**config.mk**
```make
export PLATFORM = sky130hd
export DESIGN_NAME = adc_seq_top
export DESIGN_NICKNAME = d
export VERILOG_FILES = /design/src/rtl/adc_seq_pkg.sv /design/src/rtl/adc_start_timer.sv /design/src/rtl/adc_sar_core.sv /design/src/rtl/adc_seq_top.sv
export SDC_FILE = /design/constraint.sdc
export NUM_CORES = 1
export LEC_CHECK = 0
export ABC_AREA = 1
export BUFFER_PORTS_ARGS = -buffer_cell sky130_fd_sc_hd__buf_4
export CAP_MARGIN = 25
export CORE_ASPECT_RATIO = 0.8
export CORE_MARGIN = 2
export CORE_UTILIZATION = 50
export DETAILED_ROUTE_END_ITERATION = 10
export PLACE_DENSITY = 0.75
export SKIP_CTS_REPAIR_TIMING = 1
export SLEW_MARGIN = 5
export SYNTH_ARGS = -nofsm -noshare
export SYNTH_HDL_FRONTEND = slang
export SYNTH_SLANG_ARGS = --single-unit
```
**constraint.sdc**
```tcl
create_clock -name clk -period 1.5 [get_ports clk]
set_input_delay 0.225 -clock clk [delete_from_list [all_inputs] [get_ports clk]]
set_output_delay 0.225 -clock clk [all_outputs]
set_load 0.02 [all_outputs]
```
**src/rtl/adc_seq_pkg.sv**
```systemverilog
package adc_seq_pkg;

    // Phases of the sequencer
    typedef enum logic [1:0] {
        ST_SAMPLE = 2'd0,
        ST_DELAY  = 2'd1,
        ST_CONV   = 2'd2,
        ST_SWITCH = 2'd3
    } seq_phase_e;

    // Control strobes from the sequencer to the approximation register
    typedef struct packed {
        logic start;
        logic step;
        logic clear;
    } sar_ctl_t;

    // Bit left in the code after one decision
    function automatic logic [7:0] decide_bit(input logic [7:0] code,
                                              input logic [7:0] mask,
                                              input logic       keep);
        return keep ? code : (code & ~mask);
    endfunction

endpackage

```
**src/rtl/adc_start_timer.sv**
```systemverilog
module adc_start_timer #(
    parameter int DLY_DRV   = 1,
    parameter int INSTR_CYC = 4
) (
    input  logic clk,
    input  logic rst,
    input  logic load,
    input  logic src_rc,
    input  logic cancel,
    output logic expired
);
    localparam int DLY_MAX = DLY_DRV + INSTR_CYC;
    localparam int CW      = $clog2(DLY_MAX + 1);

    logic [CW-1:0] cnt_q;
    logic          run_q;

    assign expired = run_q && (cnt_q == CW'(1));

    always_ff @(posedge clk) begin
        if (rst) begin
            cnt_q <= '0;
            run_q <= 1'b0;
        end else if (load) begin
            cnt_q <= src_rc ? CW'(DLY_MAX) : CW'(DLY_DRV);
            run_q <= 1'b1;
        end else if (cancel || expired) begin
            run_q <= 1'b0;
            cnt_q <= '0;
        end else if (run_q) begin
            cnt_q <= cnt_q - CW'(1);
        end
    end

    // a running timer never counts past zero
    a_r3_timer_nonzero: assert property (@(posedge clk) disable iff (rst)
        run_q |-> (cnt_q != '0));

endmodule

```
**src/rtl/adc_sar_core.sv**
```systemverilog
module adc_sar_core
    import adc_seq_pkg::*;
#(
    parameter int W = 8
) (
    input  logic         clk,
    input  logic         rst,
    input  sar_ctl_t     ctl,
    input  logic         cmp_hi,
    output logic [W-1:0] code,
    output logic         last,
    output logic [W-1:0] final_code
);
    logic [W-1:0] code_q;
    logic [W-1:0] mask_q;
    logic [W-1:0] kept;

    always_comb begin
        kept = code_q;
        if (W == 8) begin
            kept = W'(decide_bit(8'(code_q), 8'(mask_q), cmp_hi));
        end else if (!cmp_hi) begin
            kept = code_q & ~mask_q;
        end
    end

    assign code       = code_q;
    assign last       = mask_q[0];
    assign final_code = kept;

    always_ff @(posedge clk) begin
        if (rst || ctl.clear) begin
            code_q <= '0;
            mask_q <= '0;
        end else if (ctl.start) begin
            code_q <= W'(1) << (W - 1);
            mask_q <= W'(1) << (W - 1);
        end else if (ctl.step) begin
            if (mask_q[0]) begin
                code_q <= '0;
                mask_q <= '0;
            end else begin
                code_q <= kept | (mask_q >> 1);
                mask_q <= mask_q >> 1;
            end
        end
    end

    // exactly one trial bit at most is under test
    a_r4_mask_onehot: assert property (@(posedge clk) disable iff (rst)
        $onehot0(mask_q));

    // bits below the trial bit are zero while a trial is active
    a_r4_low_bits_clear: assert property (@(posedge clk) disable iff (rst)
        (mask_q != '0) |-> ((code_q & (mask_q - W'(1))) == '0));

endmodule

```
**src/rtl/adc_seq_top.sv**
```systemverilog
module adc_seq_top
    import adc_seq_pkg::*;
#(
    parameter int W         = 8,
    parameter int DLY_DRV   = 1,
    parameter int INSTR_CYC = 4,
    parameter int SW_HALVES = 3
) (
    input  logic         clk,
    input  logic         rst,
    input  logic         tad_half,
    input  logic         src_rc,
    input  logic         go_set,
    input  logic         go_clr,
    input  logic         flag_clr,
    input  logic         cmp_hi,
    output logic [W-1:0] dac_code,
    output logic         sample_en,
    output logic         go,
    output logic [W-1:0] result,
    output logic         irq_flag
);
    localparam int SWW = $clog2(SW_HALVES + 1);

    seq_phase_e   state_q;
    logic         go_q;
    logic         irq_q;
    logic [W-1:0] result_q;
    logic         half_ph_q;
    logic [SWW-1:0] sw_cnt_q;

    sar_ctl_t     ctl;
    logic         tmr_load;
    logic         tmr_cancel;
    logic         tmr_expired;
    logic         sar_last;
    logic [W-1:0] sar_final;
    logic         done;
    logic         abort;

    assign abort      = go_clr && ((state_q == ST_DELAY) || (state_q == ST_CONV));
    assign tmr_load   = (state_q == ST_SAMPLE) && go_set && !go_clr;
    assign tmr_cancel = abort;
    assign done       = (state_q == ST_CONV) && !go_clr && tad_half && half_ph_q && sar_last;

    always_comb begin
        ctl.start = (state_q == ST_DELAY) && !go_clr && tmr_expired;
        ctl.step  = (state_q == ST_CONV) && !go_clr && tad_half && half_ph_q;
        ctl.clear = abort;
    end

    adc_start_timer #(
        .DLY_DRV  (DLY_DRV),
        .INSTR_CYC(INSTR_CYC)
    ) u_timer (
        .clk    (clk),
        .rst    (rst),
        .load   (tmr_load),
        .src_rc (src_rc),
        .cancel (tmr_cancel),
        .expired(tmr_expired)
    );

    adc_sar_core #(.W(W)) u_sar (
        .clk       (clk),
        .rst       (rst),
        .ctl       (ctl),
        .cmp_hi    (cmp_hi),
        .code      (dac_code),
        .last      (sar_last),
        .final_code(sar_final)
    );

    always_ff @(posedge clk) begin
        if (rst) begin
            state_q   <= ST_SAMPLE;
            go_q      <= 1'b0;
            half_ph_q <= 1'b0;
            sw_cnt_q  <= '0;
        end else begin
            unique case (state_q)
                ST_SAMPLE: begin
                    if (tmr_load) begin
                        go_q    <= 1'b1;
                        state_q <= ST_DELAY;
                    end
                end
                ST_DELAY: begin
                    if (go_clr) begin
                        go_q     <= 1'b0;
                        sw_cnt_q <= '0;
                        state_q  <= ST_SWITCH;
                    end else if (tmr_expired) begin
                        half_ph_q <= 1'b0;
                        state_q   <= ST_CONV;
                    end
                end
                ST_CONV: begin
                    if (go_clr) begin
                        go_q     <= 1'b0;
                        sw_cnt_q <= '0;
                        state_q  <= ST_SWITCH;
                    end else if (tad_half) begin
                        half_ph_q <= ~half_ph_q;
                        if (done) begin
                            go_q     <= 1'b0;
                            sw_cnt_q <= '0;
                            state_q  <= ST_SWITCH;
                        end
                    end
                end
                ST_SWITCH: begin
                    if (tad_half) begin
                        if (sw_cnt_q == SWW'(SW_HALVES - 1)) begin
                            state_q <= ST_SAMPLE;
                        end else begin
                            sw_cnt_q <= sw_cnt_q + SWW'(1);
                        end
                    end
                end
                default: state_q <= ST_SAMPLE;
            endcase
        end
    end

    always_ff @(posedge clk) begin
        if (rst) begin
            result_q <= '0;
            irq_q    <= 1'b0;
        end else if (done) begin
            result_q <= sar_final;
            irq_q    <= 1'b1;
        end else if (flag_clr) begin
            irq_q    <= 1'b0;
        end
    end

    assign sample_en = (state_q == ST_SAMPLE);
    assign go        = go_q;
    assign result    = result_q;
    assign irq_flag  = irq_q;

    // sampling is stopped whenever GO is pending
    a_r2_go_stops_sample: assert property (@(posedge clk) disable iff (rst)
        go_q |-> !sample_en);

    // the flag rises only together with GO dropping
    a_r5_flag_with_go_low: assert property (@(posedge clk) disable iff (rst)
        $rose(irq_q) |-> (!go_q && $past(state_q) == ST_CONV));

    // result is frozen while converting
    a_r6_result_hold: assert property (@(posedge clk) disable iff (rst)
        (state_q == ST_CONV && $past(state_q) == ST_CONV) |-> $stable(result_q));

    // the flag holds until cleared
    a_r8_flag_sticky: assert property (@(posedge clk) disable iff (rst)
        ($past(irq_q) && !$past(flag_clr)) |-> irq_q);

    // an abort leaves result and flag untouched
    a_r10_abort_clean: assert property (@(posedge clk) disable iff (rst)
        ($past(go_clr) && $past(state_q) == ST_CONV) |->
            (!go_q && $stable(result_q) && !$rose(irq_q)));

endmodule

```
==> key figures <==
Outcome
  – Status: complete, no violations

GRT
  – Total gr overflow: 0
  – Tot GR Track Use: 0.197
  – Largest net degree at the start of global routing: 15
  – Initial antenna violation count: 0
  – Vias in the first global route: 1410
  – Global-route wire length before repair: 6.19 mm

Die
  – I/O Pins: 27
  – Site row count: 18
  – Initial Utilization: 0.535
  – Die X: about 69 um
  – DIE HEIGHT: 56.2 um
  – Die area: 0.00389 mm2
  – Core ar.: 0.00318 mm2

Worst setup path
  – Critical Path Sink Type: register
  – Critical Path Slowest Stage Cell: dfxtp_2
  – Cell breakdown of the critical path: inv_4, ha_4, nand2_2, nor2_4, inv_2, nor2_4, buf_4, o21ai_0, a21oi_1
  – Bufs and invs on worst path: 3
  – CP max stage delay: 340 ps
  – CP top delay family: simple AND/OR/NAND/NOR gates
  – CP most frequent cell: nor2_4
  – Crit-path max FO: 7
  – Startpoint Class: register
  – Worst path required time: 1710 ps
  – WS Path Type: register to register
  – CP arrival: ~1600 ps

Synth
  – Main combinational cell family by area after synthesis: simple AND/OR/NAND/NOR gates
  – Synth Area in Simple Gates: 0.285
  – Yosys cell types: 26
  – Mapped Area: between 0.0015 and 0.002 mm2
  – Cell count after synthesis: 238
  – FFs w/ async S/R, synth: 0
  – Top FF cell, synth: dfxtp_1
  – Largest area contributor in the netlist: dfxtp_1
  – Synth area leaders: dfxtp_1 (41%), nand2_1 (14%), a21oi_1 (8.8%)
  – Synth Register Bits: 35
  – Adder-Cell Fraction of Synth Area: 0.0589
  – Count leader, synth: nand2_1
  – Mux share of post-synthesis cell area: 0
  – Post-synth EDFFs: 0
  – Synth Area in XOR/XNOR: 0
  – Seq/Total Area, Yosys: 0.412
  – Ys Warns: 0
  – Synth top area share: 0.412
  – Commonest cells post-synth: nand2_1 (65), dfxtp_1 (35), a21oi_1 (30), nor2_1 (24), inv_1 (23)
  – Compound-Gate Fraction of Synth Area: 0.170
  – Syn nets: 254
  – Syn_area_per_cell: 7.14 um2

Timing
  – Min Tclk post-route: 1420 ps
  – PnR worst setup slack: 79.5 ps
  – Worst-Margin Slew: 470 ps
  – Fin Hold WS: around 190 ps
  – Relative slew slack: 0.684
  – Final Setup Violations: 0
  – Worst Clk Skew: ~4.5 ps
  – RSZ-0062 raised after global routing: yes
  – Tcrit/Tclk final: 0.947
  – Final hold violation count: 0
  – F_max: 704 MHz
  – Fin. max-slew vios: 0

Final layout
  – NumNets Final: 300
  – Share of layout cells above drive strength 1: 0.288
  – Area delta synth->final: 31.1%
  – ANT cells: 0

Clock network
  – CTS tree: done
  – H-Tree Depth: 2
  – Clock root cell: clkbuf_8
  – Clock tree sinks: 35
  – CTS Buf Count: 5
  – Clk pin slew, worst setup/hold paths: 70 ps
  – Clock Path Buffers: 2
  – Clk_lat worst skew: 280 ps

Routing
  – Drt pass-1 iters: 4
  – Post-route antenna net violation count: 0
  – WL/cell: approximately 12 um
  – Vias: 1680
  – DRC: 0
  – DRT iter0 DRCs: 81
  – Via density: 5.17
  – Total Wirelength: 3.81 mm

Worst hold path
  – Worst min path class: primary input to register

Placement
  – HPWL after DPL: 2.63 mm
  – Pre-CTS setup slack: -32.7 ps
  – Number of port buffers: 26
  – GPL Wtd Cong: 0.887

Power and ir drop
  – Maximum vdd ir drop: around 0.00073 V
  – Leak: 0.954 nW
  – PwrDens: between 1000 and 1500 mW/mm2

Flow run
  – Maxcap violations: 0
==> per-stage QoR <==
step	setup TNS (ps)	util	power, W	cell area [um2]	instances
after detailed placement	-32.7	0.633	0.00194	2010	312
after global placement	-11.0	0.633	0.00193	2010	312
final	0	0.702	0.00283	2230	325
after floorplan	0	-	0.00168	1700	238
after CTS	-44.5	0.665	0.00268	2110	320
after global routing	-118	0.702	0.00302	2230	325
==> routing by layer <==
metal | global-route usage | part of all wire | up-vias
met2 | 0.273 | 0.43 | 50
met1 | 0.290 | 0.50 | 761
met4 | 0.0700 | 0.0074 | 0
li1 | - | - | 865
met3 | 0.0543 | 0.070 | 4
met5 | 0 | 0 | -
==> report_power, final <==
group,internal [W],switching (W)
Sequential,0.00101,0.0000611
Combinational,0.000427,0.000587
Clock,0.000419,0.000322
Total,0.00186,0.000970
==> area by class of cell <==
cell class / instances / area, um2
Fill cell: 270 / 946
Multi-Input combinational cell: 172 / 943
Sequential cell: 35 / 706
Timing Repair Buffer: 43 / 327
Inverter: 27 / 104
Clock buffer: 8 / 100
Tap cell: 40 / 50.0
==> worst paths after layout <==
check / startpoint / to / slack [ps] / cells after the start
max: state_q[0] / u_sar.code[1] / 80 / 9
max reg2reg: state_q[0] / u_sar.code[1] / 80 / 9
min reg2reg: result[2] / result[2] / 460 / 2
min: flag_clr / irq_flag / 190 / 4
==> state kept, by name, indices dropped and copies added (netlist names) <==
register / flops
go: 1
u_sar.mask_q: 8
half_ph_q: 1
result: 8
u_sar.code: 8
sw_cnt_q: 2
irq_flag: 1
u_timer.run_q: 1
state_q: 2
u_timer.cnt_q: 3
==> cells by family after synthesis <==
family                     Yosys count
AOI/OAI and AO/OA                   51
and+or+nand+nor                    113
buffers and inverters               31
DFF                                 35
adders and majority gates            8
==> layout by cell type, fill, tap and decap left out, drive strengths merged <==
cell and instances:
clkbuf 8, ha 8, inv 26, nor3 2, o21bai 1, o21ai 10
nand3 11, nand2 70, o21a 1, dfxtp 35, nand4 2, buf 43
a21oi 32, nand3b 1, clkinv 1, nor2 27, a21boi 7
==> worst min-delay path: stages <==
cell	delay, ps
buf_4	70
inv_1	30
nand2_1	40
a21oi_1	50
Power figures use the tool's default switching activity.
